--- src/rtl/ccd_pkg.sv ---
package ccd_pkg;
    localparam int          DATA_W      = 32;
    localparam logic [31:0] ID_WORD     = 32'h4103_4003;
    localparam logic [31:0] DECODE_WORD = 32'h0000_0011;
    localparam int          IDX_ID      = 0;
    localparam int          IDX_FLASH   = 1;
    localparam int          IDX_STATUS  = 2;
    localparam int          IDX_DECODE  = 3;
    localparam int          BIT_WP      = 0;
    localparam int          BIT_CD      = 3;

    typedef enum logic {
        CD_EMPTY   = 1'b0,
        CD_PENDING = 1'b1
    } cd_state_e;
endpackage

--- src/rtl/ccd_sync.sv ---
module ccd_sync #(
    parameter int WIDTH  = 2,
    parameter int STAGES = 2
) (
    input  logic             clk,
    input  logic             rst_n,
    input  logic [WIDTH-1:0] d,
    output logic [WIDTH-1:0] q
);
    logic [WIDTH-1:0] chain [STAGES];

    for (genvar g = 0; g < STAGES; g++) begin : g_stage
        if (g == 0) begin : g_first
            always_ff @(posedge clk or negedge rst_n) begin
                if (!rst_n) chain[g] <= '0;
                else        chain[g] <= d;
            end
        end else begin : g_next
            always_ff @(posedge clk or negedge rst_n) begin
                if (!rst_n) chain[g] <= '0;
                else        chain[g] <= chain[g-1];
            end
        end
    end

    assign q = chain[STAGES-1];
endmodule

--- src/rtl/ccd_edge.sv ---
module ccd_edge (
    input  logic clk,
    input  logic rst_n,
    input  logic level,
    output logic rise
);
    logic level_q;

    always_ff @(posedge clk or negedge rst_n) begin
        if (!rst_n) level_q <= 1'b0;
        else        level_q <= level;
    end

    assign rise = level & ~level_q;
endmodule

--- src/rtl/ccd_insert_fsm.sv ---
module ccd_insert_fsm
    import ccd_pkg::*;
(
    input  logic clk,
    input  logic rst_n,
    input  logic set_evt,
    input  logic clr_evt,
    output logic pending
);
    cd_state_e state_q, state_d;

    // next state: ARM, ACK, REARM
    always_comb begin
        state_d = state_q;
        unique case (state_q)
            CD_EMPTY: begin
                if (set_evt) state_d = CD_PENDING;          // ARM
            end
            CD_PENDING: begin
                if (set_evt)      state_d = CD_PENDING;     // REARM, set wins
                else if (clr_evt) state_d = CD_EMPTY;       // ACK
            end
            default: state_d = CD_EMPTY;
        endcase
    end

    always_ff @(posedge clk or negedge rst_n) begin
        if (!rst_n) state_q <= CD_EMPTY;
        else        state_q <= state_d;
    end

    always_comb begin
        unique case (state_q)
            CD_PENDING: pending = 1'b1;
            default:    pending = 1'b0;
        endcase
    end
endmodule

--- src/rtl/ccd_readmux.sv ---
module ccd_readmux
    import ccd_pkg::*;
#(
    parameter int ADDR_W = 6
) (
    input  logic [ADDR_W-1:0] addr,
    input  logic              wp_live,
    input  logic              cd_pending,
    output logic [DATA_W-1:0] rdata
);
    logic [DATA_W-1:0] status_word;

    always_comb begin
        status_word         = '0;
        status_word[BIT_WP] = wp_live;
        status_word[BIT_CD] = cd_pending;
    end

    always_comb begin
        if      (addr == ADDR_W'(IDX_ID))     rdata = ID_WORD;
        else if (addr == ADDR_W'(IDX_FLASH))  rdata = '0;
        else if (addr == ADDR_W'(IDX_STATUS)) rdata = status_word;
        else if (addr == ADDR_W'(IDX_DECODE)) rdata = DECODE_WORD;
        else                                  rdata = '0;
    end
endmodule

--- src/rtl/ccd_ctrl_top.sv ---
module ccd_ctrl_top
    import ccd_pkg::*;
#(
    parameter int ADDR_W      = 6,
    parameter int SYNC_STAGES = 2
) (
    input  logic              clk,
    input  logic              rst_n,
    input  logic              bus_wr,
    input  logic [ADDR_W-1:0] bus_addr,
    input  logic [31:0]       bus_wdata,
    output logic [31:0]       bus_rdata,
    input  logic              wp_raw,
    input  logic              cd_raw,
    output logic              card_irq
);
    localparam int SOCK_W = 2;

    logic [SOCK_W-1:0] sock_sync;
    logic              cd_rise;
    logic              clr_evt;
    logic              cd_pending;
    logic              unused_wdata;

    ccd_sync #(.WIDTH(SOCK_W), .STAGES(SYNC_STAGES)) u_sync (
        .clk   (clk),
        .rst_n (rst_n),
        .d     ({cd_raw, wp_raw}),
        .q     (sock_sync)
    );

    ccd_edge u_edge (
        .clk   (clk),
        .rst_n (rst_n),
        .level (sock_sync[1]),
        .rise  (cd_rise)
    );

    assign clr_evt = bus_wr && (bus_addr == ADDR_W'(IDX_STATUS)) && bus_wdata[BIT_CD];
    assign unused_wdata = ^{bus_wdata[31:BIT_CD+1], bus_wdata[BIT_CD-1:0]};

    ccd_insert_fsm u_fsm (
        .clk     (clk),
        .rst_n   (rst_n),
        .set_evt (cd_rise),
        .clr_evt (clr_evt),
        .pending (cd_pending)
    );

    ccd_readmux #(.ADDR_W(ADDR_W)) u_rd (
        .addr       (bus_addr),
        .wp_live    (sock_sync[0]),
        .cd_pending (cd_pending),
        .rdata      (bus_rdata)
    );

    assign card_irq = cd_pending;
endmodule

--- config.mk ---
export PLATFORM = sky130hd
export DESIGN_NAME = ccd_ctrl_top
export DESIGN_NICKNAME = d
export VERILOG_FILES = /design/src/rtl/ccd_pkg.sv /design/src/rtl/ccd_sync.sv /design/src/rtl/ccd_edge.sv /design/src/rtl/ccd_insert_fsm.sv /design/src/rtl/ccd_readmux.sv /design/src/rtl/ccd_ctrl_top.sv
export SDC_FILE = /design/constraint.sdc
export NUM_CORES = 1
export LEC_CHECK = 0
export BUFFER_PORTS_ARGS = -buffer_cell sky130_fd_sc_hd__buf_2
export CORE_MARGIN = 2
export CORE_UTILIZATION = 28
export CTS_CLUSTER_SIZE = 12
export DETAILED_ROUTE_END_ITERATION = 8
export GPL_ROUTABILITY_DRIVEN = 1
export PLACE_DENSITY = 0.81
export SLEW_MARGIN = 20
export SYNTH_ARGS = -nofsm -noshare
export SYNTH_HDL_FRONTEND = slang
export SYNTH_SLANG_ARGS = --single-unit
--- constraint.sdc ---
create_clock -name clk -period 1.92 [get_ports clk]
set_input_delay 0 -clock clk [delete_from_list [all_inputs] [get_ports clk]]
set_output_delay 0 -clock clk [all_outputs]
set_load 0.02 [all_outputs]
# Word level (Yosys, flattened, before mapping)
# Cells that the tools add are included.
[word_totals]
ff_bits = 6
inputBits = 43
out_inout_bits = 33
wordCells = 22
[classes]
eq_ne = 3
muxes = 9
bitwise = 3
reduce_logical = 3
[op_table]
columns = ["operator", "count"]
rows = [
  ["$mux 32", 3],
  ["$eq 6x2->1 const B", 2],
  ["$eq 6x1->1 const B", 1],
  ["$logic_not 6->1", 1],
  ["$mux 5", 1],
  ["$mux 1", 4],
  ["$logic_and 1x1->1", 2],
  ["$not 1->1", 2],
  ["$pmux 1 s2", 1],
  ["$and 1x1->1", 1],
]

# Depth between registers and ports, before layout
# Gate-level depths: netlist (run 1).
[depth]
ltp_word = 6
mapped_depth = 3
ltp_nobuf = 3

# Modules after synthesis
# Synthesis (run 1) repeated with hierarchy kept, for this count alone.
[unflattened]
cells_unflattened = 52
area_unflattened_um2 = 481.7
[modules_own_cells]
columns = ["mod", "n_inst", "cells_each", "area_each_um2"]
rows = [
  ["ccd_readmux", 1, 38, 265.3],
  ["ccd_sync", 1, 6, 115.1],
  ["ccd_edge", 1, 2, 38.8],
  ["ccd_insert_fsm", 1, 3, 36.3],
  ["ccd_ctrl_top", 1, 3, 26.3],
]

# Least setup slack after synthesis (run 1)
# No wires, ideal clock.
[synth_path]
path_kind = "input-to-output"
start = "input port bus_addr[3]"
end = "output port bus_rdata[14]"
t_arrival_ns = 1.545
required_time_ns = 1.920
setup_slack_ns = 0.375
path_stages = 3
path_cell_list = "or4_4 > nor3_1 > buf_4"
[synth_via]
elab_chain_cells = 3
[synth_lines]
columns = ["item", "line_no", "source"]
rows = [
  ["start: declaration", "ccd_ctrl_top.sv:10", "input logic [ADDR_W-1:0] bus_addr,"],
  ["$eq 6x1->1", "ccd_readmux.sv:21", "else if (addr == ADDR_W'(IDX_FLASH)) rdata = '0;"],
  ["$mux 32", "ccd_readmux.sv:21", ""],
  ["$mux 32 *", "ccd_readmux.sv:20", "if (addr == ADDR_W'(IDX_ID)) rdata = ID_WORD;"],
  ["end: declaration", "ccd_ctrl_top.sv:12", "output logic [31:0] bus_rdata,"],
]
# Every way passes the cells marked *; elsewhere a longest branch is shown, timed or not.

# Final worst setup path (run 1)
[layout_path]
start = "input port bus_addr[3]"
end = "output port bus_rdata[17]"
# Same word-level chain as after synthesis.

==> results of run 1 <==
-- report_power, final --
part           internal (mW)  total [mW]  switching, mW  leakage [nW]
clock network         0.0704       0.111         0.0404        0.0138
logic                 0.0165      0.0709         0.0544         0.207
registers              0.133       0.134        0.00178        0.0671
total                  0.219       0.316         0.0966         0.288
-- state kept, by name, summed over array words and instances (netlist names) --
signal and count:
u_sync.chain 2, u_sync.q 2, u_edge.level_q 1, u_fsm.state_q 1
-- routing by layer --
layer / vias to the layer above / wire (um) / share of wire / global-route usage
met5: - / 0 / 0 / 0
met3: 0 / 86 / 0.14 / 0.05000
met2: 27 / 345 / 0.54 / 0.1373
met1: 133 / 205 / 0.32 / 0.06021
met4: 0 / 0 / 0 / 0.01818
li1: 143 / - / - / -
-- final cells by class --
class,instances,area share
Multi-Input combinational cell,35,0.3188
Sequential cell,6,0.3085
Tap cell,16,0.04113
Clock buffer,3,0.04627
Inverter,1,0.007712
Timing Repair Buffer,24,0.2776
-- worst reg2reg max path: cells and delay by family (launching register included) --
kind	cells	cell delay, ns
AO/OA/AOI/OAI	2	0.15
flip-flops	1	0.38
-- per-stage QoR --
stage | power, mW | std cells | setup slack, ns
finish | 0.3160 | 85 | 0.6488
global route | 0.3373 | 85 | 0.5348
CTS | 0.3232 | 85 | 0.6320
detailed placement | 0.2022 | 79 | 0.6320
global placement | 0.2004 | 79 | 0.6768
floorplan | 0.2206 | 70 | 0.3748
-- cell usage in the layout (no fill, tap or decap) --
| cell type | count |
|---|---|
| o21ai_1 | 2 |
| dfrtp_1 | 6 |
| nand2_1 | 2 |
| nor3_1 | 2 |
| buf_2 | 21 |
| inv_1 | 1 |
| conb_1 | 23 |
| or4_4 | 1 |
| nor2b_1 | 1 |
| dlygate4sd3_1 | 3 |
| nand4b_1 | 1 |
| clkbuf_4 | 3 |
| a211oi_1 | 1 |
| nor2_1 | 2 |
-- worst min path at each step --
stage / start / end / slack (ns) / cells after the start
final: bus_wr / u_fsm.state_q / 0.10 / 4
after global routing: rst_n / u_fsm.state_q / 0.13 / 2
after CTS: bus_wr / u_fsm.state_q / 0.09 / 4
after detailed placement: rst_n / u_sync.chain[3] / -0.17 / 1
after global placement: rst_n / u_sync.chain[3] / -0.18 / 1
after floorplan: rst_n / u_edge.level_q / -0.30 / 0
-- cell families (layout without fill, tap and decap cells) --
family	after synthesis	count (layout)	synth area share
buffers and inverters	29	28	0.4900
other	1	23	0.008588
AOI/OAI and AO/OA	3	3	0.04012
DFF	6	6	0.3438
and+or+nand+nor	9	9	0.1175
==> metrics.cfg, run 1 <==
[route]
wirelength_um = 637
vias = 303
drc = 0
dr.first_iter.drc_count = 3
ant_nets = 0
first_pass_iters = 3
vias_per_cell = 3.565
wire_per_inst_um = 7.494

[yosys]
synth-main-ff-cell = dfrtp_1
synth_area_sq_um = 436.7
ys_ff_latch = 6
ys_top_cells_by_area = buf_4 (48%), dfrtp_1 (34%), or4_4 (2.6%)
synthMostInstantiatedCell = buf_4
yosys.area.top_type = buf_4
syn_inst = 48
synth-edff-count = 0
synth_common_cells = buf_4 (28), dfrtp_1 (6)
synth_area_per_cell_sq_um = 9.097
ys_seq_area_frac = 0.3438
yosysUniqueCellTypes = 12
yosysWarningCount = 0
yosysTopAreaCellShare = 0.4814
async_reset_ff_frac = 1.000

[floorplanning]
placementRows = 14
fp.dieW_um = 43.49
die_h_um = 43.49
num_io_pins = 76
fp.coreArea_sq_um = 1489
fp.dieArea_sq_um = 1891
start_util = 0.2933

[setup_path]
path_common_cell = buf_2
critical_path_arrival_ns = 1.27
crit_path_max_incr_delay_ns = 0.56
endpoint = bus_rdata[17]
crit_type = in2out
crit_fanout = 6
r2r_setup_slack_ns = 1.28
path_delay_family = simple AND/OR/NAND/NOR gates
critPathCaptureType = output pin
r2r-end = u_fsm.state_q
cp-startpoint = bus_addr[3]
required_ns = 1.92
crit_buf_inv = 2
cp-start-kind = input port
path_cells = buf_2 > or4_4 > nor3_1 > buf_2
r2r_cells = 2
crit_cells = 4
critPathSlowestCell = or4_4
reg2reg_from = u_fsm.state_q

[flow_run]
maxCapViolCount = 0

[global_routing]
antenna_found_initial = 0
grt_max_degree = 7
track_usage = 0.07260
overflow = 0
grt_pass1_wl_um = 979
grt_pass1_vias = 272

[sta]
timing.fmax_mhz = 786.7
fin_crit_ns = 1.271
setup_viol = 0
finalHoldViolations = 0
slew_violations = 0
skew_ns = 0.002586
rsz0062_at_grt = no
whs_ns = 0.1015
period_share = 0.6621
finalSetupTns_ns = 0

[finish]
register_area_sq_um = 150.1
area_growth_pct = 11.46
n_antenna_cell = 0
postLayoutCellArea_sq_um = 486.7
nNetsFinal = 114
n_fill_cell = 172
postLayoutCoreUtil = 0.3269
drive_gt1_frac = 0.3623
multiInputGateArea_sq_um = 155.1

[clock_tree]
postCtsSetupRepairBufs = 0
post_cts_resized = 0
postCtsHoldBufs = 3
path_clk_slew_ns = 0.04
h-tree-depth = 1
clock_sinks = 6
cts_buffer_depth = 2
clock_latency_ns = 0.24
numCtsBuffers = 3
cts_tree = done
cts_root_buf = clkbuf_4

[power]
ir_drop_v = 0.0004304
p_per_area_nw_per_um2 = 649.3
power_leakage_nw = 0.2880

[place]
hpwl_um = 550.7
place_area_sq_um = 434.2
routabilityCongestion = 0.5901
numPortBuffers = 21

[hold_path]
hp-class = in2reg

[outcome]
status = finished clean

Note: power is estimated with default switching activity, not from simulation.
==> run 2: changes to the inputs <==
--- a/config.mk
+++ b/config.mk
@@ -7,11 +7,11 @@
 export LEC_CHECK = 0
 export BUFFER_PORTS_ARGS = -buffer_cell sky130_fd_sc_hd__buf_2
 export CORE_MARGIN = 2
-export CORE_UTILIZATION = 28
+export CORE_UTILIZATION = 23
 export CTS_CLUSTER_SIZE = 12
 export DETAILED_ROUTE_END_ITERATION = 8
 export GPL_ROUTABILITY_DRIVEN = 1
-export PLACE_DENSITY = 0.81
+export PLACE_DENSITY = 0.71
 export SLEW_MARGIN = 20
 export SYNTH_ARGS = -nofsm -noshare
 export SYNTH_HDL_FRONTEND = slang
==> constraint.sdc (replaced) <==
create_clock -name clk -period 1 [get_ports clk]
set_input_delay 0 -clock clk [delete_from_list [all_inputs] [get_ports clk]]
set_output_delay 0 -clock clk [all_outputs]
set_load 0.02 [all_outputs]
==> run 2 against run 1 <==
Compared with the run above: the run now ends with setup timing left; register-to-register slack got worse by 0.94 ns; largest power group unchanged; cell count grew 12%; hold slack got worse by 0.0056 ns.
==> metrics.cfg, run 2 (same netlist as run 1, synthesis figures left out) <==
[route]
vias = 310  ; was 303
first_pass_iters = 2  ; was 3
wire_per_inst_um = 7.411  ; was 7.494 um
drc = 0  ; unchanged
ant_nets = 0  ; unchanged
wirelength_um = 704  ; was 637 um
vias_per_cell = 3.263  ; was 3.565
dr.first_iter.drc_count = 2  ; was 3

[finish]
n_antenna_cell = 0  ; unchanged
fin_cells = 95  ; was 85
layout.cells.most_common_list = conb_1 (23), buf_2 (18), dfrtp_1 (6)  ; was conb_1 (23), buf_2 (21), dfrtp_1 (6)
layout_commonest_cell = conb_1  ; unchanged
postLayoutCoreUtil = 0.3021  ; was 0.3269
area_growth_pct = 22.06  ; was 11.46%
drive_gt1_frac = 0.4000  ; was 0.3623
nNetsFinal = 115  ; was 114

[setup_path]
path_cells = buf_6 > or4_4 > nor3_4 > buf_2  ; was buf_2 > or4_4 > nor3_1 > buf_2
r2r_setup_slack_ns = 0.34  ; was 1.28 ns
critPathCaptureType = output pin  ; unchanged
required_ns = 1.00  ; was 1.92 ns
cp-start-kind = input port  ; unchanged
crit_type = in2out  ; unchanged
critical_path_arrival_ns = 1.06  ; was 1.27 ns
crit_fanout = 6  ; unchanged
critPathSlowestCell = or4_4  ; unchanged
crit_path_max_incr_delay_ns = 0.57  ; was 0.56 ns

[power]
power_leakage_nw = 0.2989  ; was 0.2880 nW
p_per_area_nw_per_um2 = 1162  ; was 649.3 nW/um^2
p_int_mw = 0.4256  ; was 0.2194 mW
combPwrFrac = 0.234  ; was 0.224
swShare = 0.3128  ; was 0.3058
power_switching_mw = 0.1937  ; was 0.09663 mW
ir_drop_v = 0.0007820  ; was 0.0004304 V
pwr-share-seq = 0.416  ; was 0.425
finalPower_mw = 0.6193  ; was 0.3160 mW
clkPwrFrac = 0.349  ; was 0.351

[floorplanning]
die_h_um = 47.57  ; was 43.49 um
fp.coreArea_sq_um = 1764  ; was 1489 sq um
num_io_pins = 76  ; unchanged
placementRows = 15  ; was 14
fp.dieW_um = 47.57  ; was 43.49 um
start_util = 0.2475  ; was 0.2933
fp.dieArea_sq_um = 2263  ; was 1891 sq um

[clock_tree]
numCtsBuffers = 3  ; unchanged
cts_tree = done  ; unchanged
clock_latency_ns = 0.24  ; about the same
path_clk_slew_ns = 0.05  ; was 0.04 ns
h-tree-depth = 1  ; unchanged
cts_buffer_depth = 2  ; unchanged
cts_root_buf = clkbuf_4  ; unchanged
clock_sinks = 6  ; unchanged

[place]
dp_slack_ns = -0.08600  ; was 0.6320 ns
dp_cells = 88  ; was 79
numPortBuffers = 21  ; unchanged
routabilityCongestion = 0.5779  ; was 0.5901
hpwl_um = 570.5  ; was 550.7 um

[sta]
period_share = 1.063
skew_ns = 0.004214  ; was 0.002586 ns
setup_viol = 7  ; was 0
slew_violations = 0  ; unchanged
fin_crit_ns = 1.063
timing.fmax_mhz = 940.6
finalHoldViolations = 0  ; unchanged
rsz0062_at_grt = yes  ; was no
setup_ws_ns = -0.06315  ; was 0.6488 ns

[outcome]
violations = setup timing
status = complete, but fails checks  ; was finished clean

[global_routing]
grtUsageMet2 = 0.08378  ; was 0.1373
grt_pass1_vias = 217  ; was 272
grt.met1_usage = 0.06682  ; was 0.06021
grt_pass1_wl_um = 883  ; was 979 um
overflow = 0  ; unchanged
track_usage = 0.06260  ; was 0.07260
met3_usage = 0.04528  ; was 0.05000
grt_busiest_layer = met2  ; unchanged
antenna_found_initial = 0  ; unchanged
grt_max_degree = 7  ; unchanged

[hold_path]
hp-class = in2reg  ; unchanged

[flow_run]
maxCapViolCount = 0  ; unchanged

==> run 2: worst paths after layout <==
kind                                 startpoint              to  cells after the start
worst max-delay path                bus_addr[3]   bus_rdata[30]                      4
worst min-delay path                     bus_wr   u_fsm.state_q                      4
worst max register to register    u_fsm.state_q   u_fsm.state_q                      2
worst min register to register  u_sync.chain[2]     u_sync.q[0]                      0
max in group asynchronous                 rst_n  u_edge.level_q                      2
min in group asynchronous                 rst_n     u_sync.q[1]                      2
==> run 2: routing by layer <==
layer / wire length (um) / part of all wire / vias up
met5: 0 / 0 / -
met4: 0 / 0 / 0
met3: 92 / 0.13 / 0
met2: 337 / 0.48 / 27
met1: 275 / 0.39 / 138
li1: - / - / 145
==> run 2: power groups by stage <==
stage	clock (mW)	sequential [mW]	combinational [mW]
detailed placement	0	0.262	0.131
floorplan	0	0.261	0.165
CTS	0.229	0.258	0.143
global placement	0	0.261	0.129
finish	0.216	0.258	0.145
global route	0.257	0.258	0.160
==> run 2: repair_timing <==
item	4_1_cts	5_1_grt
pin swaps	1	1
gates resized for setup	2	1
hold buffers	3	0
hold endpoints to repair	8	0
buffers inserted	0	1
endpoints found under the setup margin	8	8
==> run 2: stage by stage <==
step	TNS [ns]	instance area, sq um	hold WS (ns)
2_1_floorplan	-0.5550	535.5	-0.2956
3_3_place_gp	-0.4803	461.7	-0.1805
3_5_place_dp	-0.6259	461.7	-0.1730
4_1_cts	-0.5521	523.0	0.08882
5_1_grt	-0.8116	533.0	0.1036
6_report	-0.4052	533.0	0.09583
==> run 2: critical path, delay by kind of cell <==
family,cells,cell delay (ns)
buffers and inverters,2,0.29
and+or+nand+nor,2,0.76
==> run 2: area by class of cell <==
cell class              instances  area [sq um]
fillers                       198          1231
repair buffers                 25         153.9
inverters                       1         3.754
well taps                      25         31.28
multi-input cells              35         171.4
flip-flops and latches          6         150.1
clock buffers                   3         22.52
